--- config.mk ---
export PLATFORM = sky130hd
export DESIGN_NAME = dccor_top
export DESIGN_NICKNAME = d
export VERILOG_FILES = /design/src/rtl/dccor_pkg.sv /design/src/rtl/dccor_track.sv /design/src/rtl/dccor_apply.sv /design/src/rtl/dccor_top.sv
export SDC_FILE = /design/constraint.sdc
export NUM_CORES = 1
export LEC_CHECK = 0
export BUFFER_PORTS_ARGS = -buffer_cell sky130_fd_sc_hd__buf_2
export CAP_MARGIN = 0
export CORE_ASPECT_RATIO = 0.7
export CORE_UTILIZATION = 40
export DETAILED_ROUTE_END_ITERATION = 12
export SLEW_MARGIN = 0
export SYNTH_ARGS = -nofsm -noshare
export SYNTH_HDL_FRONTEND = slang
export SYNTH_SLANG_ARGS = --single-unit
--- constraint.sdc ---
create_clock -name clk -period 17.3 [get_ports clk]
set_input_delay 0.865 -clock clk [delete_from_list [all_inputs] [get_ports clk]]
set_output_delay 0.865 -clock clk [all_outputs]
set_load 0.02 [all_outputs]
--- src/rtl/dccor_pkg.sv ---
package dccor_pkg;

    localparam int DATA_W = 14;
    localparam int K_W    = 4;
    localparam int K_MAX  = 13;

    localparam logic signed [DATA_W-1:0] S_MAX = {1'b0, {(DATA_W-1){1'b1}}};
    localparam logic signed [DATA_W-1:0] S_MIN = {1'b1, {(DATA_W-1){1'b0}}};

    typedef logic signed [DATA_W-1:0] sample_t;

    typedef struct packed {
        logic           en;
        logic           add;
        logic           frz;
        logic [K_W-1:0] k;
    } ctrl_t;

    // total right shift: base plus clamped code
    function automatic int unsigned eff_shift(logic [K_W-1:0] k, int unsigned base);
        int unsigned kc;
        kc = (int'(k) > K_MAX) ? K_MAX : int'(k);
        return base + kc;
    endfunction

    // a - b clamped to the signed sample range
    function automatic sample_t sat_sub(sample_t a, sample_t b);
        logic signed [DATA_W:0] d;
        d = {a[DATA_W-1], a} - {b[DATA_W-1], b};
        if (d > $signed({S_MAX[DATA_W-1], S_MAX}))      return S_MAX;
        else if (d < $signed({S_MIN[DATA_W-1], S_MIN})) return S_MIN;
        else                                             return d[DATA_W-1:0];
    endfunction

endpackage

--- src/rtl/dccor_track.sv ---
module dccor_track import dccor_pkg::*; #(
    parameter int BASE_SHIFT = 14
) (
    input  logic    clk,
    input  logic    rst,
    input  ctrl_t   ctl,
    input  sample_t x,
    output sample_t est
);
    localparam int FRAC  = BASE_SHIFT + K_MAX;
    localparam int ACC_W = DATA_W + FRAC;

    logic signed [ACC_W-1:0] acc_q;
    logic signed [ACC_W:0]   x_ext, a_ext, diff, step;
    logic [ACC_W-1:0]        acc_n;
    int unsigned             sh;

    always_comb begin
        sh    = eff_shift(ctl.k, BASE_SHIFT);
        x_ext = {x[DATA_W-1], x, {FRAC{1'b0}}};
        a_ext = {acc_q[ACC_W-1], acc_q};
        diff  = x_ext - a_ext;
        step  = diff >>> sh;
        acc_n = acc_q + step[ACC_W-1:0];
    end

    always_ff @(posedge clk) begin
        if (rst)                     acc_q <= '0;
        else if (ctl.en && !ctl.frz) acc_q <= acc_n;
    end

    assign est = acc_q[ACC_W-1:FRAC];

    // frozen tracker keeps its estimate
    p_hold_frozen_r4: assert property (@(posedge clk) disable iff (rst)
        (ctl.en && ctl.frz) |=> $stable(est));

    // disabled tracker keeps its estimate
    p_hold_disabled_r10: assert property (@(posedge clk) disable iff (rst)
        (!ctl.en) |=> $stable(est));

    // reset clears the estimate
    p_reset_clear_r9: assert property (@(posedge clk)
        rst |=> (est == '0));

    // tracking never moves the estimate away from the input
    p_toward_up_r2: assert property (@(posedge clk) disable iff (rst)
        (ctl.en && !ctl.frz && (x > est)) |=> (est >= $past(est)));
    p_toward_dn_r2: assert property (@(posedge clk) disable iff (rst)
        (ctl.en && !ctl.frz && (x < est)) |=> (est <= $past(est)));

endmodule

--- src/rtl/dccor_apply.sv ---
module dccor_apply import dccor_pkg::*; (
    input  logic    clk,
    input  logic    rst,
    input  ctrl_t   ctl,
    input  sample_t x,
    input  sample_t est,
    output sample_t mon,
    output sample_t out
);
    sample_t corr;

    always_comb corr = sat_sub(x, est);

    always_ff @(posedge clk) begin
        if (rst) begin
            mon <= '0;
            out <= '0;
        end else begin
            mon <= ctl.en             ? corr : x;
            out <= (ctl.en && ctl.add) ? corr : x;
        end
    end

    // disabled path is a one-cycle pass-through
    p_passthru_r6: assert property (@(posedge clk) disable iff (rst)
        (!ctl.en) |=> (mon == $past(x) && out == $past(x)));

    // with add set both paths carry the same corrected sample
    p_main_match_r7: assert property (@(posedge clk) disable iff (rst)
        (ctl.en && ctl.add) |=> (out == mon));

    // no wrap when a non-negative sample loses a non-positive estimate
    p_no_wrap_hi_r8: assert property (@(posedge clk) disable iff (rst)
        (ctl.en && x >= 0 && est <= 0) |=> (mon >= 0));
    p_no_wrap_lo_r8: assert property (@(posedge clk) disable iff (rst)
        (ctl.en && x < 0 && est >= 0) |=> (mon < 0));

endmodule

--- src/rtl/dccor_top.sv ---
module dccor_top import dccor_pkg::*; #(
    parameter int NUM_CH     = 2,
    parameter int BASE_SHIFT = 14
) (
    input  logic                          clk,
    input  logic                          rst,
    input  logic                          corr_en,
    input  logic                          corr_add,
    input  logic                          corr_hold,
    input  logic [K_W-1:0]                bw_code,
    input  logic [NUM_CH-1:0][DATA_W-1:0] smp_in,
    output logic [NUM_CH-1:0][DATA_W-1:0] mon_out,
    output logic [NUM_CH-1:0][DATA_W-1:0] main_out,
    output logic [NUM_CH-1:0][DATA_W-1:0] est_out
);
    ctrl_t ctl;

    always_comb begin
        ctl.en  = corr_en;
        ctl.add = corr_add;
        ctl.frz = corr_hold;
        ctl.k   = bw_code;
    end

    for (genvar c = 0; c < NUM_CH; c++) begin : g_ch
        sample_t x_c, est_c, mon_c, out_c;

        assign x_c = smp_in[c];

        dccor_track #(.BASE_SHIFT(BASE_SHIFT)) i_track (
            .clk(clk), .rst(rst), .ctl(ctl), .x(x_c), .est(est_c)
        );

        dccor_apply i_apply (
            .clk(clk), .rst(rst), .ctl(ctl), .x(x_c), .est(est_c),
            .mon(mon_c), .out(out_c)
        );

        assign mon_out[c]  = mon_c;
        assign main_out[c] = out_c;
        assign est_out[c]  = est_c;
    end

endmodule

==> metrics.cfg <==
[status]
status = finished clean

[synth]
syn-num-nets = 2341
synth_async_sr_flop_share_pct = 0
synthTopCellsByArea = dfxtp_1 (18%), ha_1 (9.1%), a21oi_1 (7.8%), nand2_1 (6.9%), nor2_1 (5.0%)
synth_top_area_share_pct = 17.95
synth_commonest_cells = nand2_1 (283), a21oi_1 (239), nor2_1 (207)
postSynthAreaPerCell_um2 = 7.034
synth_flop_cell = dfxtp_1
synth_edf_count = 0
yosysWarnings = 0
synth_seq_area_share_pct = 17.95
synth_seq_cells = 138
yosysTopAreaCell = dfxtp_1
syn_inst = 2188
synth_most_common_cell = nand2_1
synth.distinct_cells = 95
syn_area_um2 = 15390

[setup_path]
cp-end-kind = register
required_ps = 17650
r2r-end = g_ch[1].i_track.acc_q[39]
startpoint = bw_code[1]
path_class = in -> reg
rrSetupSlack_ps = 10020
worstSetupEndpoint = g_ch[1].i_track.acc_q[39]
crit_arrival_ps = 7660
r2r_start = g_ch[1].i_track.acc_q[2]
cp_max_fo = 83
r2r_cells = 21
critPathLaunchType = primary input

[power_and_ir_drop]
power_uw = 1984
power.leakage_uw = 0.007088
ir_drop_mv = 0.07931
power_density_nw_per_um2 = 119.7

[global_routing]
grt_max_degree = 88
antenna_found_initial = 0
grt_pass1_wl_um = 81930
gr-total-overflow = 0
grt.total_usage_pct = 25.74
first_global_vias = 14540

[route]
post_drt_via_cell_ratio = 6.115
drt_first_iter_violations = 1494
wl_per_cell_um = 19.42
vias = 16310
routed_wl_um = 51790
ant_nets = 0
dr.pass1.iters = 6
drcViolationCount = 0

[die]
boundaryPins = 121
core_area_um2 = 37500
rows = 59
dieWidth_um = 236.4
fp.dieArea_um2 = 39280
fp.dieH_um = 166.1
start_util_pct = 41.04

[sta]
slew_viol_final = 0
setup_violations = 0
holdWs_ps = 477.9
hold_viol_final = 0
fmax_mhz = 136.8
final.setup.tns_ps = 0
tightest_slew_ps = 1192
clock_skew_ps = 8.267
fin_crit_ps = 7307
rsz0062_at_grt = no
period_share_pct = 42.24
max_slew_margin_pct = 19.55

[cells_and_area]
drive_above_1_share_pct = 10.37
multiInputGateArea_um2 = 11550
fin_util_pct = 44.19
syn2layout_area_growth_pct = 7.675
fill_cells = 3873
seqCellArea_um2 = 2763
layout.nets = 2319
design_area_um2 = 16570
antenna_cells = 0

[worst_hold_path]
hold_path.class = reg -> reg
min_from = g_ch[0].i_track.acc_q[5]

[placed_design]
hpwl_um = 38740
placed_area_um2 = 15990
gp_congestion = 0.9598
portBuffers = 120

[cts]
clock-sinks = 138
worstSkewPairLatency_ps = 460
clock-root-buffer = clkbuf_16
path_clk_slew_ps = 70
cts_inserted_buffers = 17
ctsHtreeMaxLevel = 4
hold_buffers = 0
clk_path_buf_depth = 2
cts_resized = 0
cts_setup_buffers = 0
cts_tree = done

[flow_run]
cap_viol_max_count = 0

-- layout by cell type, fill, tap and decap left out, drive strengths merged, types with 10 or more instances in the layout --
cell / synthesis / layout
nand2: 283 / 283
a21oi: 241 / 241
nor2: 207 / 207
buf: 50 / 139
dfxtp: 138 / 138
o21ai: 132 / 132
ha: 112 / 112
inv: 84 / 90
xnor2: 74 / 74
a21o: 67 / 67
a211oi: 66 / 66
mux2i: 45 / 45
xor2: 44 / 44
nand3: 41 / 41
nor3: 39 / 39
a31oi: 28 / 28
nand4: 27 / 27
and3: 22 / 22
a311oi: 22 / 22
o21a: 22 / 22
o21bai: 21 / 21
o31ai: 20 / 20
clkbuf: 130 / 19
nor4: 17 / 17
and2: 17 / 17
nand2b: 16 / 16
o211ai: 14 / 14
a221oi: 13 / 13
o22ai: 12 / 12
mux2: 11 / 11
a22oi: 10 / 10
-- worst max-delay path, stage by stage --
cell	delay, ps
buf_2	80
buf_4	480
clkinv_1	570
o21bai_4	260
buf_4	730
mux2i_1	540
o22ai_1	130
nor4_1	650
mux2i_1	340
ha_1	310
a21oi_1	270
o21ai_0	220
a21boi_0	210
a211oi_1	90
nor3_1	380
nor2_1	130
a221oi_1	450
o21ai_0	190
or4b_2	630
o311ai_0	100
-- kinds of logic after synthesis --
family,count (synthesis),synth area share (%)
flops,138,17.95
fa+ha+maj,116,9.626
simple gates,734,21.97
compound gates,755,31.79
xor+xnor,118,6.764
buf+inv,266,7.309
mux,61,4.594
-- registers in the layout (all words and copies together) (netlist names) --
name / count
g_ch.i_apply.out: 28
g_ch.i_apply.mon: 28
g_ch.i_track.acc_q: 82
-- worst min-delay path by stage --
stage | slack (ps) | end | cells after the start
4_1_cts | 480 | g_ch[0].i_track.acc_q[5] | 2
5_1_grt | 500 | g_ch[1].i_track.acc_q[4] | 2
6_report | 480 | g_ch[0].i_track.acc_q[5] | 2
2_1_floorplan | 450 | g_ch[1].i_track.acc_q[11] | 2
3_3_place_gp | 470 | g_ch[0].i_track.acc_q[12] | 2
3_5_place_dp | 470 | g_ch[0].i_track.acc_q[5] | 2
-- metal layers --
metal  part of all wire (%)  GRT usage [%]  vias to the layer above
met2                     41          37.49                      622
met1                     50          38.92                     7710
met3                    7.5          4.405                       61
met5                      0              0                        -
met4                    1.3          5.675                        0
li1                       -              -                     7916
-- area by class of cell --
type / count / share of cell area, %
repair buffers: 139 / 4.500
clock inverters: 13 / 0.8155
well taps: 488 / 3.685
clock buffers: 19 / 2.673
inverters: 86 / 1.948
multi-input cells: 1784 / 69.71
flip-flops and latches: 138 / 16.67
-- report_power, final --
group	internal [uW]	switching, uW	leakage (uW)	total (uW)
logic	443	753	0.00568	1200
clock network	206	173	0.000271	378
registers	362	47.2	0.00114	409
-- through the flow --
| step | setup WS (ps) | std cells |
|---|---|---|
| 2_1_floorplan | 11420 | 2188 |
| 3_3_place_gp | 9875 | 2635 |
| 3_5_place_dp | 9749 | 2635 |
| 4_1_cts | 10210 | 2667 |
| 5_1_grt | 9496 | 2667 |
| 6_report | 9993 | 2667 |
Note: power is estimated with default switching activity, not from simulation.
